`config.mk`:
```
export PLATFORM = sky130hd
export DESIGN_NAME = rng_wide
export DESIGN_NICKNAME = d
export VERILOG_FILES = /design/src/rtl/rng_wide_pkg.sv /design/src/rtl/rng_step.sv /design/src/rtl/rng_unroll.sv /design/src/rtl/rng_seed_guard.sv /design/src/rtl/rng_wide.sv
export SDC_FILE = /design/constraint.sdc
export NUM_CORES = 1
export LEC_CHECK = 0
export BUFFER_PORTS_ARGS = -buffer_cell sky130_fd_sc_hd__buf_2
export CORE_AREA = 8 8 178 180
export DETAILED_ROUTE_END_ITERATION = 7
export DIE_AREA = 0 0 186 188
export REMOVE_ABC_BUFFERS = 1
export SLEW_MARGIN = 15
export SYNTH_ARGS = -nofsm -noshare
export SYNTH_HDL_FRONTEND = slang
export SYNTH_HIERARCHICAL = 1
export SYNTH_SLANG_ARGS = --single-unit
export TNS_END_PERCENT = 30
```
`constraint.sdc`:
```
create_clock -name clk_i -period 6.3 [get_ports clk_i]
set_clock_uncertainty 0.05 [all_clocks]
set_input_delay 0.945 -clock clk_i [delete_from_list [all_inputs] [get_ports clk_i]]
set_output_delay 0.945 -clock clk_i [all_outputs]
set_load 0.01 [all_outputs]
```
`src/rtl/rng_wide_pkg.sv`:
```
package rng_wide_pkg;
  localparam int unsigned DEF_STATE_W = 33;
  localparam int unsigned DEF_WORD_W  = 32;
  localparam int unsigned DEF_STEPS   = 32;
  localparam int unsigned DEF_TAP_HI  = 33;
  localparam int unsigned DEF_TAP_LO  = 20;

  typedef enum logic [1:0] {
    ACT_IDLE = 2'd0,
    ACT_LOAD = 2'd1,
    ACT_STEP = 2'd2
  } rng_act_e;
endpackage

```
`src/rtl/rng_step.sv`:
```
// One LFSR step: shift left, feedback bit enters at bit 0.
module rng_step #(
  parameter int unsigned W      = 33,
  parameter int unsigned TAP_HI = 33,
  parameter int unsigned TAP_LO = 20
) (
  input  logic [W-1:0] s_i,
  output logic [W-1:0] s_o
);
  localparam int unsigned HI_IDX = TAP_HI - 1;
  localparam int unsigned LO_IDX = TAP_LO - 1;

  assign s_o = {s_i[W-2:0], s_i[HI_IDX] ^ s_i[LO_IDX]};
endmodule

```
`src/rtl/rng_unroll.sv`:
```
module rng_unroll #(
  parameter int unsigned W      = 33,
  parameter int unsigned STEPS  = 32,
  parameter int unsigned TAP_HI = 33,
  parameter int unsigned TAP_LO = 20
) (
  input  logic [W-1:0] s_i,
  output logic [W-1:0] s_o
);
  logic [W-1:0] chain [STEPS+1];

  assign chain[0] = s_i;

  for (genvar g = 0; g < STEPS; g++) begin : g_step
    rng_step #(.W(W), .TAP_HI(TAP_HI), .TAP_LO(TAP_LO)) u_step (
      .s_i(chain[g]),
      .s_o(chain[g+1])
    );
  end

  assign s_o = chain[STEPS];
endmodule

```
`src/rtl/rng_seed_guard.sv`:
```
// An all-zero seed would lock the LFSR; substitute a nonzero constant.
module rng_seed_guard #(
  parameter int unsigned   W        = 33,
  parameter logic [W-1:0]  ZERO_SUB = 33'h1_DEAD_BEEF
) (
  input  logic [W-1:0] seed_i,
  output logic [W-1:0] seed_o
);
  assign seed_o = (seed_i == '0) ? ZERO_SUB : seed_i;
endmodule

```
`src/rtl/rng_wide.sv`:
```
module rng_wide
  import rng_wide_pkg::*;
#(
  parameter int unsigned        STATE_W    = DEF_STATE_W,
  parameter int unsigned        WORD_W     = DEF_WORD_W,
  parameter int unsigned        STEPS      = DEF_STEPS,
  parameter int unsigned        TAP_HI     = DEF_TAP_HI,
  parameter int unsigned        TAP_LO     = DEF_TAP_LO,
  parameter logic [STATE_W-1:0] RESET_SEED = 33'h0_0000_0001,
  parameter logic [STATE_W-1:0] ZERO_SUB   = 33'h1_DEAD_BEEF
) (
  input  logic               clk_i,
  input  logic               rst_ni,
  input  logic               seed_load_i,
  input  logic [STATE_W-1:0] seed_i,
  input  logic               next_i,
  output logic [WORD_W-1:0]  word_o,
  output logic               valid_o
);
  logic [STATE_W-1:0] state_q;
  logic [STATE_W-1:0] state_adv;
  logic [STATE_W-1:0] seed_safe;
  rng_act_e           act;

  rng_unroll #(
    .W(STATE_W), .STEPS(STEPS), .TAP_HI(TAP_HI), .TAP_LO(TAP_LO)
  ) u_unroll (
    .s_i(state_q),
    .s_o(state_adv)
  );

  rng_seed_guard #(.W(STATE_W), .ZERO_SUB(ZERO_SUB)) u_guard (
    .seed_i(seed_i),
    .seed_o(seed_safe)
  );

  // Load wins over a simultaneous step request.
  always_comb begin
    if (seed_load_i)  act = ACT_LOAD;
    else if (next_i)  act = ACT_STEP;
    else              act = ACT_IDLE;
  end

  always_ff @(posedge clk_i or negedge rst_ni) begin
    if (!rst_ni) begin
      state_q <= RESET_SEED;
      word_o  <= '0;
      valid_o <= 1'b0;
    end else begin
      valid_o <= 1'b0;
      unique case (act)
        ACT_LOAD: state_q <= seed_safe;
        ACT_STEP: begin
          state_q <= state_adv;
          word_o  <= state_adv[WORD_W-1:0];
          valid_o <= 1'b1;
        end
        default: ;
      endcase
    end
  end
endmodule

```
After elaboration in Yosys (flattened, before gate mapping)
Cells that the tools add are included. W data, S select, Z words.

Bits in registers: 66. Logic and storage cells: 44.

Eq/ne operators: 2. Multiplexer cells: 5. Bitwise gates (word level): 32. Reduce and logical (&&, ||, !) cells: 2.

Operator list (number): $pmux W33 S2 (1); $logic_not A33 Y1 (1); $mux W33 (1); $xor A1 B1 Y1 (32); $mux W2 (2); $eq A2 B1 Y1 const B (1); $eq A2 B2 Y1 const B (1); $reduce_bool A2 Y1 (1); $mux W1 (1).

Longest topological paths before layout
Depth after elaboration: 4. Gate-level depth with buffers: 34. Gate-level depth less buffers: 5.

Modules after synthesis
The synthesis kept the hierarchy.

Modules (own cells, without submodules): rng_step (times used 32, cells each 33, area each 249.0 um^2, seq. area each 0.0 um^2); rng_wide (times used 1, cells each 214, area each 2851.5 um^2, seq. area each 1652.8 um^2); rng_seed_guard (times used 1, cells each 74, area each 536.8 um^2, seq. area each 0.0 um^2).

Least setup slack after synthesis
Ideal clock, no wire load.

Kind: reg-to-reg. Start point: register state_q[19]. End point: register word_o[11]. Arrival: 4.354 ns. Required time: 6.125 ns. Setup slack: 1.771 ns. Cell stages (with the launch flop): 34. Path buffers: 30. Period minus slack after synthesis: 4.529 ns. Path through: dfrtp_1 xor2_1 buf_4 buf_4 buf_4 buf_4 buf_4 buf_4 buf_4 buf_4 buf_4 buf_4 buf_4 buf_4 buf_4 buf_4 buf_4 buf_4 buf_4 buf_4 buf_4 xor2_1 buf_4 buf_4 buf_4 buf_4 buf_4 buf_4 buf_4 buf_4 buf_4 buf_4 buf_4 mux2_4.

RTL lines: start: declaration (RTL line rng_wide.sv:20) `logic [STATE_W-1:0] state_q;`; start signal: assignment (RTL line rng_wide.sv:52) `ACT_LOAD: state_q <= seed_safe;`; start signal: assignment (RTL line rng_wide.sv:54) `state_q <= state_adv;`; end signal: assignment (RTL line rng_wide.sv:55) `word_o <= state_adv[WORD_W-1:0];`; end: declaration (RTL line rng_wide.sv:17) `output logic [WORD_W-1:0] word_o,`.

Final worst setup path
Start point: input seed_i[18]. End point: register state_q[31].

Word-level cells in the longest chain between the ends: 3.

RTL lines: start: declaration (RTL line rng_wide.sv:15) `input logic [STATE_W-1:0] seed_i,`; $logic_not A33 Y1 (RTL line rng_seed_guard.sv:9) `assign seed_o = (seed_i == '0) ? ZERO_SUB : seed_i;`; $mux W33 (RTL line rng_seed_guard.sv:9); via seed_safe[31] (RTL line rng_wide.sv:22) `logic [STATE_W-1:0] seed_safe;`; $pmux W33 S2 (RTL line rng_wide.sv:51) `unique case (act)`.

The timed path passes the listed nets, and every way through them passes these cells. A chain may end at the register's enable or synchronous reset.

==> key figures <==
Clocking
  – Clk pin slew, worst setup/hold paths: approximately 0.050 ns
  – CTS sink cnt: between 60 and 70
  – TritonCTS clock tree: built
  – Clk_lat worst skew: 0.33 ns
  – Cts bufs inserted: 9
  – Clock Tree Root: clkbuf_16
  – Worst-case clock buffer depth: 2
  – Post-CTS sizing: 0
  – Post-CTS setup buffers: 0
  – H-tree Lvls: 3
  – Hold buffers post-CTS: 0

Critical path
  – Worst EP required: 6.49 ns
  – Worst EP arrival: around 3.2 ns
  – Crit path max-delay family: simple AND/OR/NAND/NOR gates
  – R2r setup slk: ~4.8 ns
  – Worst Reg-to-Reg Cells: 4
  – Worst setup EP type: register
  – R2r endpoint: state_q[2]
  – Startpoint Class: primary input
  – RR Startpoint: state_q[10]
  – Worst-path maximum fanout: 25
  – Crit path largest cell delay: roughly 0.85 ns
  – Critical path type: primary input to register
  – CP max stage cell: nand4_2
  – CP Buf/Inv Count: 1
  – CP Cell Sequence: buf_2 -> nor4_1 -> nand4_2 -> o31ai_1 -> nand2_1 -> o21ai_0

Drt
  – Pre-antenna DRT Iters: 4
  – WL/cell: 14.6 um
  – Initial detailed-routing violation count: 156
  – Drt via density: 3.19
  – DRC viols: 0
  – Via count: 2449
  – Final WL: 11200 um
  – Post-route ant nets: 0

STA
  – Pin slew with the least headroom to its limit: 1.11 ns
  – Hold_ws: 0.455 ns
  – Tcrit/Tclk final: between 40 and 50%
  – Endpoints failing setup: 0
  – RSZ-0062 raised after global routing: no
  – F_max: 331 MHz
  – Max-slew violations: 0
  – Fin Setup TNS: 0 ns
  – Fin. Hold Viols: 0
  – Max-slew headroom: 26.0%
  – Minimum clock period: 3.02 ns
  – Setup ws final: 3.28 ns

Min path
  – Hold Path Class: register to register
  – Hold EP: word_o[31]
  – Worst hold path startpoint: word_o[31]
  – Hold Crit Depth: 1

Run status
  – Status: finished, final reports clean

Yosys
  – Post-synth top area cell: buf_4
  – Top cell type's share of synthesized area: 67.9%
  – Post-synthesis register bit count: 66
  – Avg Inst Size Synth: 8.45 um2
  – Netlist cell types: 24
  – Post-synthesis sequential area ratio: 14.6%
  – Most used flip-flop cell after synthesis: dfrtp_1
  – Asr flop ratio synth: 100%
  – Most frequent cell after synthesis: buf_4
  – Yosys warns: 6
  – Mapped Area: between 0.01 and 0.015 mm2
  – Top cells by count, synth: buf_4 (1027), dfrtp_1 (65), mux2i_1 (33), nand2_1 (33), o21ai_0 (33)
  – Cells after Synth: 1344
  – EDFF count, synth: 0
  – Area contributors post-synth: buf_4 (68%), dfrtp_1 (14%), mux2_4 (3.8%)

Pwr
  – Total Power: 1.74 mW
  – Leakage: 2.17 nW
  – PD cells: about 370 mW/mm2
  – VDD IR-drop max: 0.114 mV

Global route
  – Total Routing Usage GR: 6.55%
  – Antenna violations before repair: 2
  – First-pass GRT wire length: 16700 um
  – Vias in the first global route: 2574
  – GRT overflow: 0
  – Largest net degree at the start of global routing: just under 70

Final layout
  – Final Cell Area: 0.00467 mm2
  – Layout Nets: a little over 400
  – Layout cells sized above 1: 37.6%
  – P&R area growth vs syn: -58.9%
  – ANT cells: 0

Floorplan
  – I/O Pins: 70
  – Core area: roughly 0.029 mm2
  – Die area: 0.0350 mm2
  – # rows: 63
  – Chip height: 188 um
  – Die Width: 186 um
  – Initial Util: 39.1%

Placement
  – Port bufs: 69
  – Post-Place Worst Slack: 2.91 ns
  – RD Place Congestion: between 0.7 and 0.8
  – Post-DP HPWL: 8650 um
  – Cell Area, Placed: about 0.0043 mm2

Run
  – Max cap viols: 0
placed cells by master, fill, tap and decap left out, drive strengths merged:
master,instances
o31ai,24
clkinvlp,1
clkbuf,11
dfstp,1
o21bai,1
dfrtp,65
nand2,33
clkinv,2
buf,72
o21ai,33
xor2,32
inv,25
mux2i,33
mux2,32
nor4,8
nand2b,1
nand4,2
bufinv,2
worst max-delay path by stage:
stage / endpoint / cells after the start / start / slack, ns
floorplan: state_q[0] / 5 / seed_i[13] / 3.42
global placement: state_q[31] / 6 / seed_i[18] / 2.94
detailed placement: state_q[31] / 6 / seed_i[18] / 2.91
CTS: state_q[1] / 6 / seed_i[18] / 3.25
global route: state_q[1] / 7 / seed_i[13] / 3.10
finish: state_q[31] / 6 / seed_i[18] / 3.28
cells by family (layout without fill, tap and decap cells):
family / Yosys count / in the layout / synth area share [%]
AND/OR/NAND/NOR: 44 / 44 / 1.81
AO/OA/AOI/OAI: 58 / 58 / 4.02
flip-flops: 66 / 66 / 14.6
multiplexers: 65 / 65 / 7.04
XOR/XNOR: 32 / 32 / 2.47
buffers and inverters: 1079 / 113 / 70.1
metrics by stage:
stage          utilization, %  instances
6_report                 16.1        768
5_1_grt                  16.1        768
4_1_cts                  16.1        768
3_5_place_dp             15.0        752
3_3_place_gp             15.0        752
2_1_floorplan               -        290
metal layers:
layer,track usage (%),share of wire [%],up-vias
met3,3.54,10,11
li1,-,-,1193
met2,9.69,45,63
met4,2.20,0.83,4
met5,0,0.24,-
met1,7.94,44,1178
sequential cells by signal, indices dropped and copies added, names as in the netlist:
register	flops
state_q	33
word_o	32
valid_o	1
worst register-to-register path, cell delays in order (launching register included):
cell and delay (ns):
dfrtp_1 0.41, xor2_1 0.35, xor2_1 0.31, mux2i_1 0.14
o21ai_0 0.17
cell type report:
cell class | count | area (um2)
inverter | 25 | 93.8
multi-input combinational | 199 | 1740
clock buffer | 11 | 243
fill | 3312 | 24300
sequential | 66 | 1650
tap | 390 | 488
clock inverter | 5 | 77.6
timing repair buffer | 72 | 368
where the power goes:
group	switching [mW]	internal, mW	leakage (nW)
Clock	0.181	0.356	0.156
Combinational	0.281	0.273	1.23
Sequential	0.0882	0.558	0.786
Total	0.550	1.19	2.17
(Power assumes the default switching activity.)
